### src/rtl/alu_pkg.sv
package alu_pkg;

    localparam int unsigned CODE_W = 4;

    typedef enum logic [CODE_W-1:0] {
        OP_AND = 4'b0000,
        OP_OR  = 4'b0001,
        OP_ADD = 4'b0010,
        OP_SUB = 4'b0110,
        OP_SLT = 4'b0111,
        OP_NOR = 4'b1100
    } alu_op_e;

    typedef enum logic [1:0] {
        SEL_AND = 2'd0,
        SEL_OR  = 2'd1,
        SEL_SUM = 2'd2,
        SEL_LT  = 2'd3
    } alu_sel_e;

    typedef struct packed {
        logic     valid;
        logic     arith;
        logic     inv_a;
        logic     inv_b;
        alu_sel_e sel;
    } alu_dec_t;

    typedef struct packed {
        logic zero;
        logic sign;
        logic carry;
        logic ovf;
    } alu_flags_t;

    typedef struct packed {
        logic eq;
        logic ne;
        logic slt;
        logic sle;
        logic sgt;
        logic sge;
        logic ult;
        logic ule;
        logic ugt;
        logic uge;
    } alu_cmp_t;

    // Split the code into its inversion controls and output select.
    function automatic alu_dec_t decode_op(input logic [CODE_W-1:0] code);
        alu_dec_t d;
        d.inv_a = code[3];
        d.inv_b = code[2];
        d.sel   = alu_sel_e'(code[1:0]);
        d.valid = 1'b0;
        d.arith = 1'b0;
        case (code)
            OP_AND, OP_OR, OP_NOR:  d.valid = 1'b1;
            OP_ADD, OP_SUB, OP_SLT: begin
                d.valid = 1'b1;
                d.arith = 1'b1;
            end
            default: d.valid = 1'b0;
        endcase
        return d;
    endfunction

endpackage

### src/rtl/alu_ripple_adder.sv
module alu_ripple_adder #(
    parameter int unsigned WIDTH = 32
) (
    input  logic [WIDTH-1:0] x,
    input  logic [WIDTH-1:0] y,
    input  logic             cin,
    output logic [WIDTH-1:0] sum,
    output logic             c_into_msb,
    output logic             c_out
);
    localparam int unsigned MSB = WIDTH - 1;

    logic [WIDTH:0] carry;
    assign carry[0] = cin;

    for (genvar i = 0; i < WIDTH; i++) begin : g_bit
        assign sum[i]     = x[i] ^ y[i] ^ carry[i];
        assign carry[i+1] = (x[i] & y[i]) | (carry[i] & (x[i] ^ y[i]));
    end

    assign c_into_msb = carry[MSB];
    assign c_out      = carry[WIDTH];

    // The carry-based overflow must agree with the operand-sign rule.
    always_comb begin
        AST_OVF_SIGN_RULE: assert ((c_into_msb ^ c_out) ==
            ((x[MSB] == y[MSB]) && (sum[MSB] != x[MSB])));
    end

endmodule

### src/rtl/alu_logic_unit.sv
module alu_logic_unit #(
    parameter int unsigned WIDTH = 32
) (
    input  logic [WIDTH-1:0] x,
    input  logic [WIDTH-1:0] y,
    output logic [WIDTH-1:0] and_o,
    output logic [WIDTH-1:0] or_o
);
    assign and_o = x & y;
    assign or_o  = x | y;

    // The AND output never holds a bit that the OR output lacks.
    always_comb begin
        AST_AND_WITHIN_OR: assert ((and_o & ~or_o) == '0);
    end

endmodule

### src/rtl/alu_cond_eval.sv
module alu_cond_eval
    import alu_pkg::*;
(
    input  alu_flags_t flags,
    output alu_cmp_t   cmp
);
    logic s_less;

    always_comb begin
        s_less   = flags.sign ^ flags.ovf;
        cmp.eq   = flags.zero;
        cmp.ne   = ~flags.zero;
        cmp.slt  = s_less;
        cmp.sge  = ~s_less;
        cmp.sgt  = ~s_less & ~flags.zero;
        cmp.sle  = s_less | flags.zero;
        cmp.uge  = flags.carry;
        cmp.ult  = ~flags.carry;
        cmp.ugt  = flags.carry & ~flags.zero;
        cmp.ule  = ~flags.carry | flags.zero;
    end

    always_comb begin
        AST_SIGNED_SPLIT:   assert (cmp.slt != cmp.sge);
        AST_SGT_IMPLIES_GE: assert (!cmp.sgt || (cmp.sge && cmp.ne));
        AST_UNSIGNED_SPLIT: assert (cmp.ult != cmp.uge);
        AST_UGT_IMPLIES_GE: assert (!cmp.ugt || (cmp.uge && cmp.ne));
    end

endmodule

### src/rtl/alu_core.sv
module alu_core
    import alu_pkg::*;
#(
    parameter int unsigned WIDTH = 32
) (
    input  logic [3:0]       op_code,
    input  logic [WIDTH-1:0] opnd_a,
    input  logic [WIDTH-1:0] opnd_b,
    output logic [WIDTH-1:0] result,
    output logic             flag_zero,
    output logic             flag_sign,
    output logic             flag_carry,
    output logic             flag_ovf,
    output logic             cmp_eq,
    output logic             cmp_ne,
    output logic             cmp_slt,
    output logic             cmp_sle,
    output logic             cmp_sgt,
    output logic             cmp_sge,
    output logic             cmp_ult,
    output logic             cmp_ule,
    output logic             cmp_ugt,
    output logic             cmp_uge
);
    localparam int unsigned MSB = WIDTH - 1;

    alu_dec_t         dec;
    logic [WIDTH-1:0] a_eff, b_eff;
    logic [WIDTH-1:0] sum, and_v, or_v;
    logic             c_msb, c_out, ovf_raw;
    logic [WIDTH-1:0] res_mux;
    alu_flags_t       flags;
    alu_cmp_t         cmp;

    assign dec   = decode_op(op_code);
    assign a_eff = dec.inv_a ? ~opnd_a : opnd_a;
    assign b_eff = dec.inv_b ? ~opnd_b : opnd_b;

    alu_ripple_adder #(.WIDTH(WIDTH)) u_adder (
        .x          (a_eff),
        .y          (b_eff),
        .cin        (dec.inv_b),
        .sum        (sum),
        .c_into_msb (c_msb),
        .c_out      (c_out)
    );

    alu_logic_unit #(.WIDTH(WIDTH)) u_logic (
        .x     (a_eff),
        .y     (b_eff),
        .and_o (and_v),
        .or_o  (or_v)
    );

    assign ovf_raw = c_msb ^ c_out;

    always_comb begin
        res_mux = '0;
        if (dec.valid) begin
            case (dec.sel)
                SEL_AND: res_mux = and_v;
                SEL_OR:  res_mux = or_v;
                SEL_SUM: res_mux = sum;
                SEL_LT:  res_mux = {{(WIDTH-1){1'b0}}, sum[MSB] ^ ovf_raw};
                default: res_mux = '0;
            endcase
        end
    end

    always_comb begin
        flags.zero  = dec.valid && (res_mux == '0);
        flags.sign  = dec.valid && res_mux[MSB];
        flags.carry = dec.arith && c_out;
        flags.ovf   = dec.arith && ovf_raw;
    end

    alu_cond_eval u_cond (
        .flags (flags),
        .cmp   (cmp)
    );

    assign result     = res_mux;
    assign flag_zero  = flags.zero;
    assign flag_sign  = flags.sign;
    assign flag_carry = flags.carry;
    assign flag_ovf   = flags.ovf;
    assign cmp_eq     = cmp.eq;
    assign cmp_ne     = cmp.ne;
    assign cmp_slt    = cmp.slt;
    assign cmp_sle    = cmp.sle;
    assign cmp_sgt    = cmp.sgt;
    assign cmp_sge    = cmp.sge;
    assign cmp_ult    = cmp.ult;
    assign cmp_ule    = cmp.ule;
    assign cmp_ugt    = cmp.ugt;
    assign cmp_uge    = cmp.uge;

    always_comb begin
        AST_BAD_CODE_CLEAR: assert (dec.valid ||
            (result == '0 && !flag_zero && !flag_sign && !flag_carry && !flag_ovf));
        AST_LOGIC_NO_ARITH: assert (dec.arith || (!flag_carry && !flag_ovf));
        AST_SLT_UPPER_ZERO: assert (op_code != OP_SLT ||
            (result[MSB:1] == '0 && !flag_sign));
        AST_SUB_ZERO_NOBORROW: assert (op_code != OP_SUB || !flag_zero ||
            (cmp_uge && cmp_sge && opnd_a == opnd_b));
    end

endmodule

### config.mk
export PLATFORM = sky130hd
export DESIGN_NAME = alu_core
export DESIGN_NICKNAME = d
export VERILOG_FILES = /design/src/rtl/alu_pkg.sv /design/src/rtl/alu_ripple_adder.sv /design/src/rtl/alu_logic_unit.sv /design/src/rtl/alu_cond_eval.sv /design/src/rtl/alu_core.sv
export SDC_FILE = /design/constraint.sdc
export NUM_CORES = 1
export LEC_CHECK = 0
export BUFFER_PORTS_ARGS = -buffer_cell sky130_fd_sc_hd__buf_2
export CAP_MARGIN = 25
export CORE_ASPECT_RATIO = 1.2
export CORE_MARGIN = 4
export CORE_UTILIZATION = 47
export DETAILED_ROUTE_END_ITERATION = 8
export PLACE_DENSITY_LB_ADDON = 0.3
export SYNTH_ARGS = -nofsm -noshare
export SYNTH_HDL_FRONTEND = slang
export SYNTH_SLANG_ARGS = --single-unit
### constraint.sdc
create_clock -name vclk -period 18.75
set_input_delay 0.9375 -clock vclk [all_inputs]
set_output_delay 0.9375 -clock vclk [all_outputs]
set_load 0.01 [all_outputs]
Yosys cells after proc, flatten, opt, wreduce, memory -nomap -nowiden
Index checks and enable logic that the tools add are counted.
W data, S select, Z words.
{ "word_totals": {"regBits": 0, "latch_bits": 0, "mem_bits_rw": 0, "rom_bits": 0, "input_bits": 68, "out_inout_bits": 46, "word_cells": 197, "mem_count": 0} }
{ "classes": {"n_addsub": 0, "mul": 0, "div": 0, "order_cmp": 0, "eq_ne": 8, "shifts": 0, "n_mux": 6, "n_bitwise": 174, "reduce_logical": 9} }
{ "ops": {"columns": ["cell", "count"], "rows": [
  ["$pmux W32 S4", 1],
  ["$mux W32", 3],
  ["$xor A1 B1 Y1", 67],
  ["$and A1 B1 Y1", 66],
  ["$not A32 Y32", 2],
  ["$or A1 B1 Y1", 34],
  ["$and A32 B32 Y32", 1],
  ["$logic_not A32 Y1", 1],
  ["$or A32 B32 Y32", 1],
  ["$eq A4 B3 Y1 const B", 2],
  ["$reduce_or A6 Y1", 1],
  ["$eq A2 B2 Y1 const B", 2],
  ["$eq A4 B1 Y1 const B", 1],
  ["$eq A4 B2 Y1 const B", 1],
  ["$eq A4 B4 Y1 const B", 1],
  ["$logic_and A1 B1 Y1", 4],
  ["$logic_not A4 Y1", 1],
  ["$not A1 Y1", 3],
  ["$reduce_or A3 Y1", 1],
  ["$eq A2 B1 Y1 const B", 1],
  ["$logic_not A2 Y1", 1],
  ["$mux W1", 2]
]} }

Longest topological paths before layout
Gate-level depths: netlist (run 1).
{ "depth": {"word_depth": 75, "mapped_depth": 45, "depth_no_buf": 43} }

Hierarchy
A second synthesis (run 1) with hierarchy kept.
{ "unflattened": {"hier_cells": 347, "area_unflattened_um2": 2851.5} }
{ "modules_own_cells": {"columns": ["mod", "n_inst", "cells_each", "area_per_inst_um2", "seq_area_each_um2"], "rows": [
  ["alu_core", 1, 230, 1665.3, 0.0],
  ["alu_ripple_adder", 1, 42, 678.2, 0.0],
  ["alu_logic_unit", 1, 64, 440.4, 0.0],
  ["alu_cond_eval", 1, 11, 67.6, 0.0]
]} }

Least setup slack after synthesis (run 1)
OpenSTA, ideal clock, no wires.
{ "synth_timing": {"path_kind": "input port to output port", "startpoint": "input port op_code[2]", "endpoint": "output port flag_zero", "arrival_ps": 16695, "required_time_ps": 17812, "path_slack_ps": 1118, "stages": 44, "n_path_buf": 3, "path_cell_list": "clkbuf_1 clkbuf_1 xor2_1 fa_1 fa_1 fa_1 inv_1 fa_1 fa_1 fa_1 fa_1 fa_1 fa_1 fa_1 fa_1 fa_1 fa_1 fa_1 [8 not listed] fa_1 fa_1 fa_1 fa_1 fa_1 fa_1 inv_1 fa_1 inv_1 fa_1 inv_1 fa_1 mux2i_1 o22a_1 nand4_1 or4_4 nor3_1 buf_4"} }
{ "synth_between": {"elab_chain_cells": 72, "word_cells_on_any_way": 177, "cone_classes": "eq/ne (5); mux (4); bitwise (164); reduce/logical (4)"} }
{ "synth_rtl": {"columns": ["item", "line", "source"], "rows": [
  ["from (decl)", "alu_core.sv:6", "input logic [3:0] op_code,"],
  ["$mux W32", "alu_core.sv:37", "assign b_eff = dec.inv_b ? ~opnd_b : opnd_b;"],
  ["$xor A1 B1 Y1", "alu_ripple_adder.sv:17, alu_ripple_adder.sv:18", null],
  ["$and A1 B1 Y1", "alu_ripple_adder.sv:18", "assign carry[i+1] = (x[i] & y[i]) | (carry[i] & (x[i] ^ y[i]));"],
  ["$or A1 B1 Y1", "alu_ripple_adder.sv:18", null],
  ["$and A1 B1 Y1", "alu_ripple_adder.sv:18", null],
  ["$or A1 B1 Y1", "alu_ripple_adder.sv:18", null],
  ["$and A1 B1 Y1", "alu_ripple_adder.sv:18", null],
  ["$or A1 B1 Y1", "alu_ripple_adder.sv:18", null],
  ["[56 not listed]", null, null],
  ["$and A1 B1 Y1", "alu_ripple_adder.sv:18", null],
  ["$or A1 B1 Y1", "alu_ripple_adder.sv:18", null],
  ["$xor A1 B1 Y1", "alu_core.sv:55", "assign ovf_raw = c_msb ^ c_out;"],
  ["$xor A1 B1 Y1", "alu_core.sv:64", "SEL_LT: res_mux = {{(WIDTH-1){1'b0}}, sum[MSB] ^ ovf_raw};"],
  ["$pmux W32 S4", "alu_core.sv:60", "case (dec.sel)"],
  ["$mux W32", "alu_core.sv:59", "if (dec.valid) begin"],
  ["$logic_not A32 Y1", "alu_core.sv:71", "flags.zero = dec.valid && (res_mux == '0);"],
  ["$logic_and A1 B1 Y1 *", "alu_core.sv:71", null],
  ["to (decl)", "alu_core.sv:10", "output logic flag_zero,"]
]} }
Mark *: on every way between the ends. The rest lies on a longest branch, timed or not.

Worst setup path in the final report (run 1)
{ "layout_timing": {"startpoint": "input port op_code[3]", "endpoint": "output port cmp_eq"} }
{ "layout_between": {"elab_chain_cells": 72, "word_cells_on_any_way": 177, "cone_classes": "eq/ne (5); mux (4); bitwise (164); reduce/logical (4)"} }
{ "layout_rtl": {"columns": ["item", "line", "source"], "rows": [
  ["$mux W32", "alu_core.sv:36", "assign a_eff = dec.inv_a ? ~opnd_a : opnd_a;"],
  ["$xor A1 B1 Y1", "alu_ripple_adder.sv:17, alu_ripple_adder.sv:18", null],
  ["$and A1 B1 Y1", "alu_ripple_adder.sv:18", null],
  ["$or A1 B1 Y1", "alu_ripple_adder.sv:18", null],
  ["$and A1 B1 Y1", "alu_ripple_adder.sv:18", null],
  ["$or A1 B1 Y1", "alu_ripple_adder.sv:18", null],
  ["$and A1 B1 Y1", "alu_ripple_adder.sv:18", null],
  ["$or A1 B1 Y1", "alu_ripple_adder.sv:18", null],
  ["[56 not listed]", null, null],
  ["$and A1 B1 Y1", "alu_ripple_adder.sv:18", null],
  ["$or A1 B1 Y1", "alu_ripple_adder.sv:18", null],
  ["$xor A1 B1 Y1", "alu_core.sv:55", null],
  ["$xor A1 B1 Y1", "alu_core.sv:64", null],
  ["$pmux W32 S4", "alu_core.sv:60", null],
  ["$mux W32", "alu_core.sv:59", null],
  ["$logic_not A32 Y1", "alu_core.sv:71", null],
  ["$logic_and A1 B1 Y1 *", "alu_core.sv:71", null],
  ["to (decl)", "alu_core.sv:14", "output logic cmp_eq,"]
]} }
Marks and branches as above.

==> out/results.tsv, run 1 <==
stage	metric	value	unit
run_status	status	completed	
finish	storage element area	0	um^2
sta	Slew Limit Fails	0	
detailed_routing	DRT iter0 DRCs	102	
floorplanning	Die Footprint	0.00903	mm^2
floorplanning	starting density of the core	48.6	%
detailed_routing	DRC viols	0	
grt	initial antenna violation count	0	
worst_setup_path	CP most frequent cell	fa_1	
power	Leak Pwr	2.31	nW
worst_setup_path	Setup crit start kind	primary input	
grt	vias in the first global route	3054	
detailed_routing	WL final	8540	um
worst_setup_path	Worst setup EP type	output pin	
power	Worst VDD drop	0.0000252	V
sta	endpoints failing hold	0	
floorplanning	core region area	0.00732	mm^2
sta	fin crit share	95.1	%
finish	# diodes	0	
sta	FMAX	56.1	MHz
finish	ratio of cells with drive above 1 in the final layout	23.1	%
power	P per Cell Area	34.7	mW/mm^2
finish	Area Overhead vs Synth	15.9	%
finish	final std cells w/o fill	617	
cts	CTS resizes	0	
detailed_routing	vias per inst	4.98	
sta	Rel. slew slack	34.7	%
synthesis	post-synth top area share	22.5	%
floorplanning	Die X	87.4	um
synthesis	Synth Cell Area	0.00356	mm^2
worst_setup_path	Max stage delay cell, worst path	or4_4	
grt	Total Routing Usage GR	18.7	%
detailed_routing	WL per Instance	13.8	um
finish	commonest non-fill, non-tap cells in the layout	buf_2, inv_1, ha_1, xor2_1, nor2b_1	
placed_design	Cells after DPL	617	
grt	GRT overflow	0	
finish	fillers	721	
synthesis	Synth area leaders	ha_1, fa_1, xor2_1, inv_1, nor2b_1	
synthesis	syn nets	603	
sta	Final setup viols	0	
synthesis	register area share after synthesis	0	%
floorplanning	DIE HEIGHT	103	um
detailed_routing	total number of vias	3072	
sta	RSZ-0062 raised after global routing	no	
synthesis	Syn. warnings	0	
synthesis	mean post-synth cell area	8.10	um^2
floorplanning	Rows	34	
finish	commonest non-fill, non-tap cell in the layout	buf_2	
finish	seq_cells	0	
placed_design	GP Congestion	0.898	
sta	setup TNS	0	ps
placed_design	PortBufs	114	
run	max_cap viols	0	
finish	final core utilization	56.3	%
worst_setup_path	CP max FO	12	
sta	Worst Tran Pin Value	980	ps
placed_design	post-detail-place hpwl	7170	um
synthesis	leading area contributor after synthesis	ha_1	
grt	first-pass GRT wire length	13900	um
sta	min Tclk post-route	17820	ps
worst_setup_path	Worst Path Arrival	16890	ps
detailed_routing	DRT Pass-1 Iters	4	
floorplanning	I/O Pins	114	
finish	nets	693	
worst_setup_path	Critical Path RT	17810	ps
worst_setup_path	Largest stage delay, worst path	570	ps
finish	# clk buffers	0	
cts	Post-CTS Setup Inserts	0	
cts	Post-CTS Hold Fix Bufs	0	
synthesis	gate count of the mapped netlist	439	
synthesis	Synth cell types	35	
hold_path	Hold WC Path Type	primary input to output pin	
worst_setup_path	worst setup path class	primary input to output pin	
detailed_routing	post-route ant nets	0	
grt	maximum number of pins on one net before global-route repair	84	
## routing by layer
metal / global-route usage, % / share of wire [%] / up-vias
li1: - / - / 1536
met1: 24.6 / 44 / 1469
met2: 35.7 / 52 / 65
met3: 0.396 / 4.0 / 2
met4: 0.708 / 0.33 / 0
met5: 0 / 0 / -
## final cells by class
cell class / instances / area [um^2] / share of cell area (%)
inverters: 74 / 278 / 6.74
multi-input cells: 335 / 3130 / 76.0
well taps: 90 / 113 / 2.73
repair buffers: 118 / 601 / 14.6
## cell families (layout without fill, tap and decap cells)
kind of cell / count (synthesis) / in the layout / synth area share, %
adders and majority gates: 96 / 96 / 40.5
muxes: 9 / 9 / 2.89
buffers and inverters: 104 / 192 / 12.2
xor gates and xnor gates: 67 / 67 / 16.5
and+or+nand+nor: 101 / 101 / 15.9
AOI/OAI and AO/OA: 62 / 62 / 11.9
## path summary, 6_finish.rpt
kind / end / depth (start not counted) / startpoint
hold / removal: result[3] / 6 / opnd_a[3]
setup / recovery: cmp_eq / 44 / op_code[3]
## cell usage after synthesis, types with 3 or more instances
cell type	number
inv_1	74
buf_4	5
fa_1	32
o21ai_0	22
nor2b_1	40
ha_1	64
xnor2_1	6
nand4_1	5
mux2i_1	8
clkbuf_1	17
buf_6	3
nor2_1	35
and4_1	3
o22a_1	8
xor2_1	61
and2b_1	6
buf_2	3
o31ai_1	25
## per-stage QoR
stage,hold WS (ps),instance area [um^2],setup WS (ps),power [mW]
floorplan,2140,3560,1120,0.104
global placement,2560,4120,1150,0.139
detailed placement,2570,4120,875,0.145
CTS,2570,4120,848,0.145
global route,2630,4120,177,0.165
finish,2570,4120,926,0.143
## report_power, final
| group | total [mW] | switching, mW | internal (mW) |
|---|---|---|---|
| Combinational | 0.143 | 0.0834 | 0.0596 |
| Sequential | 0 | 0 | 0 |
| Clock | 0 | 0 | 0 |
## critical path, delay by kind of cell
kind	cells	cell delay, ps
XOR/XNOR	1	180
buffers and inverters	6	820
multiplexers	1	140
AO/OA/AOI/OAI	2	410
AND/OR/NAND/NOR	3	1060
adder cells (fa/ha/maj)	31	13320
Note: power is estimated with default switching activity, not from simulation.
==> run 2, diff against run 1 <==
==> constraint.sdc (replaced) <==
create_clock -name vclk -period 18.75
set_input_delay 0.9375 -clock vclk [all_inputs]
set_output_delay 0.9375 -clock vclk [all_outputs]
set_load 0.1 [all_outputs]
==> run 2 against run 1 <==
- via count hardly changed
- combinational power is 49% higher
- routed wire length is 1.1% higher
- worst setup slack worse by 180 ps
- sequential cell count stayed put
- worst hold slack better by 160 ps
- non-clock buffer count stayed put
- power is 49% higher
- critical endpoint unchanged
- highest routed layer unchanged
==> out/results.tsv, run 2 (synthesis gave the netlist of run 1 again) <==
stage	metric	value	unit
worst_setup_path	worst setup path class	primary input to output pin	
power	Pint	0.0625	mW
power	switch share	70.7	%
hold_path	hold_sp	opnd_a[3]	
sta	Final setup viols	0	
finish	seq_cells	0	
detailed_routing	WL final	8640	um
finish	post-route cell area	0.00423	mm^2
placed_design	post-detail-place hpwl	7110	um
cts	Post-CTS Hold Fix Bufs	0	
floorplanning	Die Footprint	0.00903	mm^2
worst_setup_path	CP Buf/Inv Count	6	
power	Logic pwr share	100.0	%
finish	nets	693	
floorplanning	Rows	34	
finish	# diodes	0	
floorplanning	starting density of the core	48.6	%
power	Worst VDD drop	0.0000520	V
worst_setup_path	CP most frequent cell	fa_1	
sta	fin crit share	96.0	%
worst_setup_path	Worst Path Arrival	17070	ps
floorplanning	DIE HEIGHT	103	um
sta	Worst Tran Pin Value	981	ps
placed_design	Area after DPL	0.00423	mm^2
worst_setup_path	worst setup path end	cmp_eq	
finish	commonest non-fill, non-tap cells in the layout	buf_2, inv_1, ha_1, xor2_1, nor2b_1	
hold_path	hold path depth	6	
run	max_cap viols	0	
detailed_routing	WL per Instance	14.0	um
detailed_routing	DRT iter0 DRCs	89	
grt	initial antenna violation count	0	
worst_setup_path	launch point of the worst path	op_code[2]	
floorplanning	Die X	87.4	um
detailed_routing	DRC viols	0	
cts	CTS resizes	0	
power	P per Cell Area	50.4	mW/mm^2
worst_setup_path	critical path depth in cells	43	
worst_setup_path	Worst setup EP type	output pin	
detailed_routing	post-route ant nets	0	
hold_path	Hold WC Path Type	primary input to output pin	
power	net load switching power	0.151	mW
worst_setup_path	Critical Path RT	17810	ps
finish	# clk buffers	0	
sta	FMAX	55.5	MHz
detailed_routing	vias per inst	4.98	
power	Clk pwr share	0	%
grt	Total Routing Usage GR	19.1	%
worst_setup_path	critical path's top delay family	adder cells	
sta	RSZ-0062 raised after global routing	no	
finish	final core utilization	57.9	%
worst_setup_path	CP max FO	19	
power	Leak Pwr	2.35	nW
grt	maximum number of pins on one net before global-route repair	84	
detailed_routing	DRT Pass-1 Iters	4	
sta	setup TNS	0	ps
floorplanning	I/O Pins	114	
power	Tot Pwr	0.213	mW
sta	min Tclk post-route	18000	ps
finish	commonest non-fill, non-tap cell in the layout	buf_2	
placed_design	GP Congestion	0.816	
sta	endpoints failing hold	0	
grt	first-pass GRT wire length	14300	um
grt	vias in the first global route	3177	
finish	storage element area	0	um^2
placed_design	pre-CTS setup slack	681	ps
finish	Area Overhead vs Synth	19.1	%
power	sequential share of power	0	%
detailed_routing	total number of vias	3073	
floorplanning	core region area	0.00732	mm^2
sta	Rel. slew slack	34.6	%
sta	final setup margin	746	ps
cts	Post-CTS Setup Inserts	0	
finish	ratio of cells with drive above 1 in the final layout	24.5	%
run_status	status	completed	
sta	Slew Limit Fails	0	
worst_setup_path	Setup crit start kind	primary input	
worst_setup_path	Largest stage delay, worst path	590	ps
grt	GRT overflow	0	
worst_setup_path	Max stage delay cell, worst path	or4_4	
placed_design	PortBufs	114	
## run 2: worst min path at each step
stage	endpoint	slack [ps]
global placement	result[3]	2710
floorplan	result[0]	2430
global route	result[5]	2770
detailed placement	result[3]	2720
finish	result[3]	2720
CTS	result[3]	2720
## run 2: routing by layer
layer  routed length, um  track usage (%)
met3                 446            0.792
met1                3540             23.9
met4                  49             1.65
met5                   0                0
met2                4600             37.4
## run 2: cell type report
class                      instances  area (um^2)
fill                             669         3080
inverter                          74          278
multi-input combinational        335         3180
tap                               90          113
timing repair buffer             118          661
## run 2: stage by stage
stage          hold slack [ps]  std cells
2_1_floorplan             2430        439
3_3_place_gp              2710        617
3_5_place_dp              2720        617
4_1_cts                   2720        617
5_1_grt                   2770        617
6_report                  2720        617
## run 2: power by group through the flow
stage	logic (mW)	clock network [mW]	registers, mW
after floorplan	0.171	0	0
after global placement	0.209	0	0
after detailed placement	0.214	0	0
after CTS	0.215	0	0
after global routing	0.236	0	0
final	0.213	0	0
==> run 3, diff against run 2 <==
--- a/config.mk
+++ b/config.mk
@@ -7,8 +7,7 @@
 export LEC_CHECK = 0
 export BUFFER_PORTS_ARGS = -buffer_cell sky130_fd_sc_hd__buf_2
 export CAP_MARGIN = 25
-export CORE_ASPECT_RATIO = 1.2
-export CORE_MARGIN = 4
+export CORE_ASPECT_RATIO = 0.9
 export CORE_UTILIZATION = 47
 export DETAILED_ROUTE_END_ITERATION = 8
 export PLACE_DENSITY_LB_ADDON = 0.3
==> run 3 against run 2 <==
- final area rose by 0.44%
- die area decreased by 12%
- worst hold slack worse by 2.5 ps
- critical endpoint is now cmp_sle
- highest routed layer unchanged
==> out/results.tsv, run 3 (synthesis gave the netlist of run 1 again) <==
stage	metric	value	unit
run_status	status	completed	
floorplanning	DIE HEIGHT	84.5	um
finish	storage element area	0	um^2
sta	Final setup viols	0	
sta	Rel. slew slack	33.2	%
hold_path	Hold WC Path Type	primary input to output pin	
worst_setup_path	CP max FO	19	
finish	# diodes	0	
worst_setup_path	Max stage delay cell, worst path	or4_4	
detailed_routing	post-route ant nets	0	
placed_design	GP Congestion	0.843	
worst_setup_path	launch point of the worst path	op_code[2]	
floorplanning	Rows	29	
power	Tot Pwr	0.215	mW
sta	RSZ-0062 raised after global routing	no	
floorplanning	core region area	0.00718	mm^2
grt	initial antenna violation count	0	
sta	FMAX	56.3	MHz
finish	commonest non-fill, non-tap cell in the layout	buf_2	
detailed_routing	vias per inst	4.95	
grt	GRT overflow	0	
worst_setup_path	Largest stage delay, worst path	600	ps
sta	min Tclk post-route	17770	ps
cts	Post-CTS Hold Fix Bufs	0	
detailed_routing	DRT iter0 DRCs	93	
detailed_routing	DRC viols	0	
placed_design	post-detail-place hpwl	7110	um
grt	first-pass GRT wire length	13700	um
worst_setup_path	CP most frequent cell	fa_1	
floorplanning	Die Footprint	0.00792	mm^2
floorplanning	I/O Pins	114	
finish	ratio of cells with drive above 1 in the final layout	24.8	%
sta	setup TNS	0	ps
hold_path	hold_sp	opnd_a[10]	
sta	final setup margin	979	ps
sta	fin crit share	94.8	%
cts	Post-CTS Setup Inserts	0	
worst_setup_path	Setup crit start kind	primary input	
floorplanning	starting density of the core	49.5	%
finish	nets	695	
finish	Area Overhead vs Synth	19.6	%
placed_design	PortBufs	114	
worst_setup_path	Critical Path RT	17810	ps
detailed_routing	DRT Pass-1 Iters	4	
worst_setup_path	worst setup path class	primary input to output pin	
placed_design	pre-CTS setup slack	901	ps
detailed_routing	WL per Instance	13.5	um
run	max_cap viols	0	
sta	Worst Tran Pin Value	1000	ps
finish	commonest non-fill, non-tap cells in the layout	buf_2, inv_1, ha_1, xor2_1, nor2b_1	
grt	maximum number of pins on one net before global-route repair	84	
finish	seq_cells	0	
power	P per Cell Area	50.5	mW/mm^2
floorplanning	Die X	93.7	um
sta	Slew Limit Fails	0	
cts	CTS resizes	0	
power	Leak Pwr	2.36	nW
detailed_routing	WL final	8410	um
detailed_routing	total number of vias	3080	
power	Worst VDD drop	0.0000276	V
worst_setup_path	critical path's top delay family	adder cells	
grt	vias in the first global route	3079	
worst_setup_path	Worst setup EP type	output pin	
grt	Total Routing Usage GR	21.4	%
worst_setup_path	CP Buf/Inv Count	7	
worst_setup_path	Worst Path Arrival	16830	ps
finish	# clk buffers	0	
sta	endpoints failing hold	0	
-- run 3: cell types whose count changed in the layout (fill, tap and decap cells not counted) --
cell / previous run / this run
buf_4: 4 / 6
-- run 3: path summary, 6_finish.rpt --
kind / to / slack [ps] / cells past startpoint
worst max-delay path: cmp_sle / 980 / 43
worst min-delay path: result[10] / 2720 / 8
-- run 3: power by group --
part	switching (mW)	internal [mW]	leakage (nW)
logic	0.151	0.0635	2.36
registers	0	0	0
clock network	0	0	0
total	0.151	0.0635	2.36
-- run 3: worst min-delay path, stage by stage --
cell     delay [ps]
buf_2            80
xor2_1           70
inv_1            90
ha_1            140
o21ai_0          60
o31ai_1          70
nor2_1           40
buf_2           280
-- run 3: cell type report --
class / instances / area, um^2
multi-input cells: 335 / 3180
inverters: 74 / 278
fillers: 660 / 2930
well taps: 93 / 116
repair buffers: 120 / 676
-- run 3: per-stage QoR --
step	instances	utilization, %	hold WS (ps)	instance area [um^2]
floorplan	439	-	2430	3610
global placement	622	59.2	2710	4250
detailed placement	622	59.2	2720	4250
CTS	622	59.2	2720	4250
global route	622	59.2	2790	4250
finish	622	59.2	2720	4250
-- run 3: layer usage --
metal  wire length (um)  global-route usage (%)  vias to the layer above
met1               3530                    26.3                     1438
met5                  0                       0                        -
li1                   -                       -                     1537
met2               4270                    40.5                       97
met3                513                    2.63                        8
met4                 95                    2.38                        0
